--- src/rtl/gst_soak_pkg.sv ---
package gst_soak_pkg;
  localparam int unsigned GST_TD_W  = 8;
  localparam int unsigned GST_N_W   = 4;
  localparam int unsigned GST_SRC_N = 2;

  // treat a zero setting as one
  function automatic logic [GST_TD_W-1:0] gst_min1_td(input logic [GST_TD_W-1:0] v);
    return (v == '0) ? GST_TD_W'(1) : v;
  endfunction
endpackage

--- src/rtl/gst_fail_merge.sv ---
module gst_fail_merge #(
  parameter int unsigned SRC_N = gst_soak_pkg::GST_SRC_N
) (
  input  logic [SRC_N-1:0] evt_i,
  input  logic [SRC_N-1:0] mask_i,
  output logic             fail_o
);
  logic [SRC_N-1:0] live;

  for (genvar g = 0; g < SRC_N; g++) begin : g_src
    assign live[g] = evt_i[g] & ~mask_i[g];
  end

  assign fail_o = |live;
endmodule

--- src/rtl/gst_decay_pacer.sv ---
module gst_decay_pacer #(
  parameter int unsigned N_W = gst_soak_pkg::GST_N_W
) (
  input  logic           clk_i,
  input  logic           rst_ni,
  input  logic           fail_i,
  input  logic           tick_i,
  input  logic [N_W-1:0] mult_i,
  output logic           step_o
);
  logic [N_W-1:0] cnt_q;
  logic [N_W-1:0] n_eff;
  logic           last;

  assign n_eff  = (mult_i == '0) ? N_W'(1) : mult_i;
  assign last   = ({1'b0, cnt_q} + (N_W+1)'(1)) >= {1'b0, n_eff};
  assign step_o = tick_i & ~fail_i & last;

  always_ff @(posedge clk_i or negedge rst_ni) begin
    if (!rst_ni)              cnt_q <= '0;
    else if (fail_i)          cnt_q <= '0;   // failure restarts pacing
    else if (tick_i && last)  cnt_q <= '0;
    else if (tick_i)          cnt_q <= cnt_q + N_W'(1);
  end

  assert_pace_R4: assert property (@(posedge clk_i) disable iff (!rst_ni)
    (tick_i && !fail_i && !step_o) |=> (cnt_q == $past(cnt_q) + N_W'(1)));

  assert_restart_R8: assert property (@(posedge clk_i) disable iff (!rst_ni)
    fail_i |=> (cnt_q == '0));
endmodule

--- src/rtl/gst_integrator.sv ---
module gst_integrator #(
  parameter int unsigned TD_W = gst_soak_pkg::GST_TD_W
) (
  input  logic            clk_i,
  input  logic            rst_ni,
  input  logic            fail_i,
  input  logic            step_i,
  input  logic [TD_W-1:0] upper_i,
  output logic            gst_fail_o
);
  logic [TD_W-1:0] acc_q, acc_sat, acc_d;
  logic            flag_q;

  // reset value sits above any threshold; clamp brings it to upper
  assign acc_sat = (acc_q > upper_i) ? upper_i : acc_q;

  always_comb begin
    acc_d = acc_sat;
    if (fail_i) begin
      if (acc_sat < upper_i) acc_d = acc_sat + TD_W'(1);
    end else if (step_i) begin
      if (acc_sat != '0) acc_d = acc_sat - TD_W'(1);
    end
  end

  always_ff @(posedge clk_i or negedge rst_ni) begin
    if (!rst_ni) begin
      acc_q  <= '1;
      flag_q <= 1'b1;
    end else begin
      acc_q <= acc_d;
      if (acc_d >= upper_i)  flag_q <= 1'b1;
      else if (acc_d == '0)  flag_q <= 1'b0;
    end
  end

  assign gst_fail_o = flag_q;

  assert_rise_on_fail_R2: assert property (@(posedge clk_i) disable iff (!rst_ni)
    $rose(flag_q) |-> $past(fail_i));

  assert_sat_R3: assert property (@(posedge clk_i) disable iff (!rst_ni)
    fail_i |=> (acc_q <= $past(upper_i)) && (acc_q != '0));

  assert_fall_empty_R5: assert property (@(posedge clk_i) disable iff (!rst_ni)
    $fell(flag_q) |-> (acc_q == '0));

  assert_fall_on_step_R6: assert property (@(posedge clk_i) disable iff (!rst_ni)
    $fell(flag_q) |-> $past(step_i));

  assert_no_wrap_R10: assert property (@(posedge clk_i) disable iff (!rst_ni)
    (!fail_i && acc_sat == '0) |=> (acc_q == '0));
endmodule

--- src/rtl/gst_soak_timer.sv ---
module gst_soak_timer
  import gst_soak_pkg::*;
#(
  parameter int unsigned TD_W = GST_TD_W,
  parameter int unsigned N_W  = GST_N_W,
  localparam int unsigned CFG_W = TD_W + N_W
) (
  input  logic             clk_i,
  input  logic             rst_ni,
  input  logic             scm_fail_i,
  input  logic             cfm_fail_i,
  input  logic             scm_mask_i,
  input  logic             cfm_mask_i,
  input  logic             decay_tick_i,
  input  logic [CFG_W-1:0] soak_cfg_i,
  output logic             gst_fail_o
);
  logic            fail_any, step;
  logic [TD_W-1:0] td_raw, upper;
  logic [N_W-1:0]  mult;

  assign td_raw = soak_cfg_i[TD_W-1:0];
  assign mult   = soak_cfg_i[CFG_W-1:TD_W];
  assign upper  = (td_raw == '0) ? TD_W'(1) : td_raw;

  gst_fail_merge #(.SRC_N(2)) u_merge (
    .evt_i  ({cfm_fail_i, scm_fail_i}),
    .mask_i ({cfm_mask_i, scm_mask_i}),
    .fail_o (fail_any)
  );

  gst_decay_pacer #(.N_W(N_W)) u_pacer (
    .clk_i  (clk_i),
    .rst_ni (rst_ni),
    .fail_i (fail_any),
    .tick_i (decay_tick_i),
    .mult_i (mult),
    .step_o (step)
  );

  gst_integrator #(.TD_W(TD_W)) u_integ (
    .clk_i      (clk_i),
    .rst_ni     (rst_ni),
    .fail_i     (fail_any),
    .step_i     (step),
    .upper_i    (upper),
    .gst_fail_o (gst_fail_o)
  );

  assert_mask_R7: assert property (@(posedge clk_i) disable iff (!rst_ni)
    (scm_mask_i && cfm_mask_i && !gst_fail_o) |=> !gst_fail_o);

  assert_tick_ignored_R11: assert property (@(posedge clk_i) disable iff (!rst_ni)
    (fail_any && gst_fail_o) |=> gst_fail_o);
endmodule

--- config.mk ---
export PLATFORM = sky130hd
export DESIGN_NAME = gst_soak_timer
export DESIGN_NICKNAME = d
export VERILOG_FILES = /design/src/rtl/gst_soak_pkg.sv /design/src/rtl/gst_fail_merge.sv /design/src/rtl/gst_decay_pacer.sv /design/src/rtl/gst_integrator.sv /design/src/rtl/gst_soak_timer.sv
export SDC_FILE = /design/constraint.sdc
export NUM_CORES = 1
export LEC_CHECK = 0
export BUFFER_PORTS_ARGS = -buffer_cell sky130_fd_sc_hd__buf_2
export CORE_MARGIN = 2
export CORE_UTILIZATION = 55
export CTS_CLUSTER_DIAMETER = 150
export DETAILED_ROUTE_END_ITERATION = 10
export GPL_ROUTABILITY_DRIVEN = 0
export PLACE_DENSITY = 0.81
export SETUP_SLACK_MARGIN = 0.3
export SLEW_MARGIN = 20
export SYNTH_ARGS = -nofsm -noshare
export SYNTH_HDL_FRONTEND = slang
export SYNTH_SLANG_ARGS = --single-unit
export TNS_END_PERCENT = 1
--- constraint.sdc ---
create_clock -name clk_i -period 14.9 [get_ports clk_i]
set_clock_uncertainty 0.2 [all_clocks]
set_input_delay 2.235 -clock clk_i [delete_from_list [all_inputs] [get_ports clk_i]]
set_output_delay 2.235 -clock clk_i [all_outputs]
set_load 0.01 [all_outputs]
==> After elaboration in Yosys (flattened, before gate mapping) <==
Cells that the tools add are included.
{ "op_classes": {"addsub": 4, "multipliers": 0, "n_div": 0, "magnitude_cmp": 4, "eq_ne": 0, "shifts": 0, "muxes": 12, "bitwise_logic": 7, "reduce_logical": 8} }
{ "op_table": {"columns": ["cell", "count"], "rows": [
  ["two-way mux 8 bit", 6],
  ["zero test 8 bit", 2],
  ["two-way mux 4 bit", 4],
  ["adder 8 x 1 -> 8 bit, second input constant", 1],
  [">= comparator 8 bit", 1],
  ["greater-than comparator 8 bit", 1],
  ["< comparator 8 bit", 1],
  ["nonzero test 8 bit", 1],
  ["subtractor 8 x 1 -> 8 bit, second input constant", 1],
  ["adder 4 x 1 -> 5 bit, second input constant", 1],
  [">= comparator 5 x 4 -> 1 bit", 1],
  ["adder 4 x 1 -> 4 bit, second input constant", 1],
  ["bitwise AND 1 bit", 4],
  ["zero test 4 bit", 1],
  ["inverter 1 bit", 3],
  ["nonzero test 3 bit", 1],
  ["two-way mux 1 bit", 2],
  ["nonzero test 2 bit", 1],
  ["OR reduction 2 bit", 1],
  ["logical AND 1 bit", 1]
]} }
{ "totals": {"reg_bits": 13, "latchBits": 0, "ram_bits": 0, "rom_bits": 0, "input_bits": 19, "out_inout_bits": 1, "wordCells": 38, "memories": 0} }

==> Depth between registers and ports, before layout <==
Gate-level depths: netlist of the first run.
{ "depth": {"depth_word": 11, "ltp_mapped": 28, "ltp_nobuf": 28} }

==> By module <==
From an unflattened synthesis of the first run, not the netlist that was laid out.
{ "unflattened": {"hier_cells": 260, "area_unflattened_um2": 2187.1} }
{ "modules_own_cells": {"columns": ["mod", "n_inst", "cells_per_inst", "area_per_inst_um2", "seq_area_each_um2"], "rows": [
  ["gst_integrator", 1, 211, 1755.4, 236.5],
  ["gst_decay_pacer", 1, 36, 360.3, 100.1],
  ["gst_soak_timer", 1, 10, 51.3, 0.0],
  ["gst_fail_merge", 1, 3, 20.0, 0.0]
]} }

==> Worst setup path after synthesis of the first run <==
No wires, ideal clock.
{ "synth_timing": {"path_type": "input port to flip-flop", "start": "in soak_cfg_i[3]", "end": "reg u_integ.flag_q, in the netlist u_integ.gst_fail_o", "setup_time_ns": 0.088, "arrival_time_ns": 7.820, "setup_slack_ns": 6.792, "cell_stages": 25, "path_buffers": 0, "cell_sequence": "or4_4 o41ai_4 ha_1 nor2b_1 o211ai_1 a211oi_1 nor2_1 nor2_1 a21oi_1 inv_1 ha_1 a2111oi_4 or2b_1 o221a_4 and3_1 or4_4 ha_1 a21o_1 a21o_1 a21o_1 a21o_1 a211oi_1 o21bai_1 a211oi_1 a31oi_1"} }
{ "synth_between": {"elab_chain_len": 10, "elab_cells_between_ends": 16, "cone_classes": "add/sub: 2; order compare: 3; mux: 7; reduce/logical: 4"} }
{ "synth_rtl": {"columns": ["item", "line_no", "text"], "rows": [
  ["from (decl)", "gst_soak_timer.sv:15", "input logic [CFG_W-1:0] soak_cfg_i,"],
  ["zero test 8 bit", "gst_soak_timer.sv:24", "assign upper = (td_raw == '0) ? TD_W'(1) : td_raw;"],
  ["two-way mux 8 bit (*)", "gst_soak_timer.sv:24", null],
  ["greater-than comparator 8 bit", "gst_integrator.sv:15", "assign acc_sat = (acc_q > upper_i) ? upper_i : acc_q;"],
  ["two-way mux 8 bit", "gst_integrator.sv:15", null],
  ["subtractor 8 x 1 -> 8 bit / nonzero test 8 bit (equally long branches)", "gst_integrator.sv:22", "if (acc_sat != '0) acc_d = acc_sat - TD_W'(1);"],
  ["two-way mux 8 bit", "gst_integrator.sv:22", null],
  ["two-way mux 8 bit", "gst_integrator.sv:21", "end else if (step_i) begin"],
  ["two-way mux 8 bit (*)", "gst_integrator.sv:19", "if (fail_i) begin"],
  ["net u_integ.acc_d[1]", "gst_integrator.sv:11", "logic [TD_W-1:0] acc_q, acc_sat, acc_d;"],
  [">= comparator 8 bit / zero test 8 bit (equally long branches)", "gst_integrator.sv:32, gst_integrator.sv:33", null],
  ["two-way mux 1 bit / nonzero test 2 bit (equally long branches)", null, null],
  ["to (signal assigned)", "gst_integrator.sv:29", "flag_q <= 1'b1;"],
  ["to (signal assigned)", "gst_integrator.sv:32", "if (acc_d >= upper_i) flag_q <= 1'b1;"],
  ["to (signal assigned)", "gst_integrator.sv:33", "else if (acc_d == '0) flag_q <= 1'b0;"],
  ["to (decl)", "gst_integrator.sv:12", "logic flag_q;"]
]} }
Mark *: on every way through the listed nets, which the timed path passes. The rest lies on a longest branch.
A chain may end at the register's enable or synchronous reset.

==> Final worst setup path of the first run <==
Same ends and word-level chain as after synthesis.

==> results of run 1 <==
==> logic make-up (layout without fill, tap and decap cells) <==
| family | Yosys count | after routing |
|---|---|---|
| simple gates | 78 | 78 |
| compound gates | 75 | 75 |
| buf+inv | 32 | 52 |
| fa+ha+maj | 30 | 30 |
| flops | 13 | 13 |
| xor+xnor | 6 | 6 |
| mux | 5 | 5 |
==> area by class of cell <==
cell class              instances  area (um2)
flip-flops and latches         13         337
well taps                      46        57.6
inverters                      27         101
clock buffers                   4        26.3
repair buffers                 21         110
multi-input cells             194        1490
fillers                       325        1240
==> layer usage <==
layer  vias to the layer above  global-route usage [%]
met3                        23                    6.43
met5                         -                       0
met4                         0                    9.78
met1                       893                    38.5
met2                       125                    44.3
li1                        935                       -
==> worst max path at each step <==
| stage | start | to | slack, ns |
|---|---|---|---|
| after global placement | soak_cfg_i[3] | u_integ.gst_fail_o$_DFFE_PN1P_ | 6.02 |
| after floorplan | soak_cfg_i[3] | u_integ.gst_fail_o$_DFFE_PN1P_ | 6.79 |
| after detailed placement | soak_cfg_i[3] | u_integ.gst_fail_o$_DFFE_PN1P_ | 5.82 |
| final | soak_cfg_i[3] | u_integ.gst_fail_o$_DFFE_PN1P_ | 5.99 |
| after CTS | soak_cfg_i[3] | u_integ.gst_fail_o$_DFFE_PN1P_ | 6.09 |
| after global routing | soak_cfg_i[3] | u_integ.gst_fail_o$_DFFE_PN1P_ | 5.62 |
==> sequential cells by signal, indices dropped and copies added (netlist names) <==
| register | count |
|---|---|
| u_pacer.cnt_q | 4 |
| u_integ.gst_fail_o | 1 |
| u_integ.acc_q | 8 |
==> worst max-delay path, delay by kind of cell <==
family | cells | cell delay, ns
simple gates | 9 | 2.92
compound gates | 12 | 2.51
buf+inv | 2 | 0.29
fa+ha+maj | 3 | 0.94
==> power breakdown <==
part	leakage, nW	switching (mW)	internal, mW	total [mW]
registers	0.149	0.0225	0.0588	0.0813
logic	0.867	0.180	0.133	0.313
clock network	0.0150	0.0101	0.0104	0.0204
total	1.03	0.212	0.202	0.415
==> placed cells by master, fill, tap and decap left out, types with 3 or more instances in the layout <==
cell / netlist / final
ha_1: 30 / 30
inv_1: 27 / 27
a21oi_1: 19 / 19
buf_2: 0 / 19
nor2_1: 17 / 17
nand2_1: 16 / 16
o21ai_0: 12 / 12
dfstp_2: 9 / 9
nor3_1: 6 / 6
a21o_1: 6 / 6
nand4_1: 5 / 5
a211oi_1: 5 / 5
nand3_1: 5 / 5
nand2b_1: 4 / 4
nor2b_1: 4 / 4
o211ai_1: 4 / 4
or3_1: 4 / 4
xnor2_1: 4 / 4
dfrtp_1: 4 / 4
or4_4: 3 / 3
and3_1: 3 / 3
mux2_2: 3 / 3
a22oi_1: 3 / 3
a22o_1: 3 / 3
clkbuf_4: 0 / 3
==> stage by stage <==
stage | total power, mW | std cells | utilization, %
after floorplan | 0.312 | 239 | -
after global placement | 0.379 | 301 | 62.2
after detailed placement | 0.387 | 301 | 62.2
after CTS | 0.409 | 305 | 63.0
after global routing | 0.454 | 305 | 63.0
final | 0.415 | 305 | 63.0
==> flow_summary.json, run 1 <==
{
  "worstHoldEndpoint": "u_integ.gst_fail_o$_DFFE_PN1P_",
  "drive_gt1_share_pct": 20.1,
  "grt_usage_pct": 28.4,
  "status": "complete, no violations",
  "drtIter0Drc": 174,
  "wl_met1_um": 2310,
  "reg2reg_slack_ns": 8.46,
  "p_leak_nw": 1.03,
  "synthAdderAreaFrac_pct": 19.3,
  "worstSetupPathType": "primary input to flop",
  "muxShareOfSynthArea_pct": 2.77,
  "critical_path_arrival_ns": 8.89,
  "avgViaCountPerCell": 6.48,
  "holdPathStages": 2,
  "chipHeight_um": 63.4,
  "r2r-start": "u_integ.acc_q[0]$_DFF_PN1_",
  "drcViolationCount": 0,
  "slew_headroom_pct": 49.6,
  "maxUsedRoutingLayer": "met4",
  "clock-sinks": 13,
  "max_stage_delay_ns": 0.60,
  "synth_top_family_by_area": "compound AO/OA/AOI/OAI gates",
  "htreeDepth": 1,
  "synth_flop_cell": "dfstp_2",
  "maxCapViolCount": 0,
  "first_global_vias": 1929,
  "routedWlPerCell_um": 17.5,
  "insertion_delay_ns": 0.27,
  "synth_most_common_cell": "ha_1",
  "dieArea_um2": 4020,
  "fmax_mhz": 112,
  "place_hpwl_um": 4320,
  "grt_overflow": 0,
  "netlist_instances": 239,
  "grt_pass1_wl_um": 9040,
  "timing.hold.ws_ns": 0.332,
  "wl_met2_um": 2330,
  "dr_wl_met3_um": 546,
  "synth_compound_area_share_pct": 28.9,
  "post_cts_resized": 0,
  "syn_area_per_cell_um2": 8.13,
  "grt_max_degree": 14,
  "crit_path_max_fanout": 12,
  "required_ns": 14.88,
  "seq_area_frac_synth_pct": 17.3,
  "firstDrtPassIters": 5,
  "ys_ff_latch": 13,
  "clockRootBuffer": "clkbuf_4",
  "io_buffers": 19,
  "hold_path.class": "flop to flop",
  "final_nets": 309,
  "min_from": "u_integ.gst_fail_o$_DFFE_PN1P_",
  "cts_buffer_depth": 2,
  "hold_violations": 0,
  "core-area_um2": 3360,
  "finalMaxSlewViolations": 0,
  "start_kind": "primary input",
  "synth_top_area_share_pct": 19.3,
  "cp_slowest_cell": "nor2b_1",
  "synthToLayoutAreaGrowth_pct": 9.01,
  "max-vdd-ir-drop_uv": 124,
  "drtAntennaViolNets": 0,
  "dp_worst_setup_slack_ns": 5.82,
  "start_util_pct": 57.8,
  "setup_slack_ns": 5.99,
  "tritoncts": "built",
  "worst_slew_pin_slew_ns": 0.755,
  "cts.reportedPaths.clkPinSlew_ns": 0.07,
  "antenna_cells": 0,
  "syn-num-nets": 288,
  "synth_edf_count": 0,
  "antenna_found_initial": 0,
  "drt-total-wl_um": 5330,
  "postPlaceCellArea_um2": 2090,
  "ios": 20,
  "reg2reg_to": "u_integ.gst_fail_o$_DFFE_PN1P_",
  "fp.dieW_um": 63.4,
  "synth_area_um2": 1940,
  "vias": 1976,
  "cts_buffers": 3,
  "ff2ff_path_depth": 24,
  "yosys_warnings": 0,
  "yosys.area_share.simple_pct": 22.4,
  "postCtsHoldBufs": 0,
  "yosys.area_share.xor_xnor_pct": 3.09,
  "cpMostUsedCell": "a21o_1",
  "ys_top_cells_by_area": "ha_1 19%, dfstp_2 12%, inv_1 5.2%, dfrtp_1 5.2%, a21oi_1 4.9%",
  "synth_common_cells": "30 x ha_1, 27 x inv_1, 19 x a21oi_1, 17 x nor2_1, 16 x nand2_1",
  "synth.distinct_cells": 55,
  "cp-end-kind": "flop",
  "stdcell_area_um2": 2120,
  "synth_top_cell_by_area": "ha_1",
  "cts_setup_buffers": 0,
  "finalSetupViolCount": 0,
  "finalCritPeriodShare_pct": 59.8,
  "num_rows": 21,
  "powerDensity_nw_per_um2": 196,
  "rsz0062_at_grt": "false",
  "setup_tns_ns": 0,
  "async_flop_share_pct": 100,
  "fin_crit_ns": 8.91
}
(Power assumes the default switching activity.)
==> inputs of run 2 (changes only) <==
==> constraint.sdc (replaced) <==
create_clock -name clk_i -period 8.2 [get_ports clk_i]
set_clock_uncertainty 0.2 [all_clocks]
set_input_delay 1.23 -clock clk_i [delete_from_list [all_inputs] [get_ports clk_i]]
set_output_delay 1.23 -clock clk_i [all_outputs]
set_load 0.01 [all_outputs]
==> flow_summary.json, run 2 (synthesis results as in run 1) <==
{
  "dieArea_um2": 4020,
  "worst_slew_pin_slew_ns": 0.633,
  "final_common_cell": "ha_1",
  "synthToLayoutAreaGrowth_pct": 9.79,
  "drt-total-wl_um": 5410,
  "clockRootBuffer": "clkbuf_4",
  "antenna_cells": 0,
  "layout.cells.non_filler": 307,
  "finalCritPeriodShare_pct": 90.5,
  "slew_headroom_pct": 57.8,
  "first_global_vias": 1879,
  "hold_violations": 0,
  "htreeDepth": 1,
  "firstDrtPassIters": 4,
  "crit_path_max_fanout": 10,
  "post_cts_resized": 0,
  "fmax_mhz": 135,
  "drtIter0Drc": 186,
  "clock-sinks": 13,
  "setup_slack_ns": 0.781,
  "grt_overflow": 0,
  "start_kind": "primary input",
  "top_register": "u_integ.acc_q",
  "fin_util_pct": 63.4,
  "dp_worst_setup_slack_ns": 0.538,
  "critical_path_arrival_ns": 7.41,
  "place_hpwl_um": 4480,
  "drive_gt1_share_pct": 20.7,
  "io_buffers": 19,
  "power_mw": 0.762,
  "cts_setup_buffers": 0,
  "num_rows": 21,
  "place_inst": 303,
  "finalSetupViolCount": 0,
  "chipHeight_um": 63.4,
  "insertion_delay_ns": 0.27,
  "multiInputGateArea_um2": 1490,
  "postPlaceCellArea_um2": 2110,
  "maxCapViolCount": 0,
  "most-common-layout-cells": "30 x ha_1, 27 x inv_1, 19 x a21oi_1, 19 x buf_2, 17 x nor2_1",
  "drtAntennaViolNets": 0,
  "powerDensity_nw_per_um2": 357,
  "cts_buffer_depth": 2,
  "rsz0062_at_grt": "false",
  "hold_path.class": "flop to flop",
  "drcViolationCount": 0,
  "fin_crit_ns": 7.42,
  "cts_buffers": 3,
  "vias": 1982,
  "required_ns": 8.19,
  "p_leak_nw": 1.04,
  "cp-end-kind": "flop",
  "setup_tns_ns": 0,
  "largest_reg_flops": 8,
  "postCtsHoldBufs": 0,
  "finalMaxSlewViolations": 0,
  "grt_pass1_wl_um": 9090,
  "grt_usage_pct": 28.9,
  "status": "complete, no violations",
  "core-area_um2": 3360,
  "tritoncts": "built",
  "worstSetupPathType": "primary input to flop",
  "routedWlPerCell_um": 17.6,
  "cts.reportedPaths.clkPinSlew_ns": 0.07,
  "timing.hold.ws_ns": 0.313,
  "stdcell_area_um2": 2130,
  "antenna_found_initial": 0,
  "fill_cells": 304,
  "fp.dieW_um": 63.4,
  "final_nets": 311,
  "start_util_pct": 57.8,
  "regArea_um2": 337,
  "grt_max_degree": 14,
  "max-vdd-ir-drop_uv": 256,
  "avgViaCountPerCell": 6.46,
  "ios": 20
}
## run 2: cell types whose count changed in the layout (fill, tap and decap cells not counted), sizes merged
cell | before | now
buf | 21 | 23
## run 2: final cells by class
type / count / share of cell area, %
timing repair buffer: 23 / 5.87
multi-input combinational: 194 / 69.7
clock buffer: 4 / 1.23
tap: 46 / 2.70
sequential: 13 / 15.8
inverter: 27 / 4.75
## run 2: layer usage
metal	global-route usage, %	vias to the layer above	part of all wire (%)
met5	0	-	0
met4	10.1	0	3.1
met3	4.11	17	9.4
met2	46.4	89	45
met1	39.6	936	42
li1	-	940	-
## run 2: worst paths after layout
check	endpoint	cells past startpoint	from	slack, ns
max in group asynchronous	u_integ.acc_q[5]$_DFF_PN1_	1	rst_ni	6.89
hold / removal	u_integ.gst_fail_o$_DFFE_PN1P_	2	u_integ.gst_fail_o$_DFFE_PN1P_	0.31
hold reg to reg	u_integ.gst_fail_o$_DFFE_PN1P_	2	u_integ.gst_fail_o$_DFFE_PN1P_	0.31
setup reg to reg	u_integ.gst_fail_o$_DFFE_PN1P_	24	u_integ.acc_q[0]$_DFF_PN1_	2.24
min in group asynchronous	u_pacer.cnt_q[2]$_DFFE_PN0P_	1	rst_ni	0.63
setup / recovery	u_integ.gst_fail_o$_DFFE_PN1P_	26	soak_cfg_i[3]	0.78
## run 2: power breakdown
part	total, mW	switching, mW	internal, mW
Combinational	0.576	0.326	0.250
Sequential	0.148	0.0415	0.107
Clock	0.0381	0.0192	0.0188
Total	0.762	0.387	0.375
## run 2: critical path, cell delays in order
cell	delay, ns
buf_2	0.13
or4_4	0.58
o41ai_4	0.43
ha_1	0.33
nand4_1	0.11
nor2_1	0.08
a211oi_1	0.27
nor2_1	0.07
buf_4	0.18
a21oi_1	0.25
inv_1	0.08
ha_1	0.32
a2111oi_4	0.38
or2b_1	0.29
o221a_4	0.29
and3_1	0.17
or4_4	0.55
ha_1	0.31
a21o_1	0.15
a21o_1	0.16
a21o_1	0.16
a21o_1	0.17
a211oi_1	0.24
o21bai_1	0.13
a211oi_1	0.23
a31oi_1	0.11
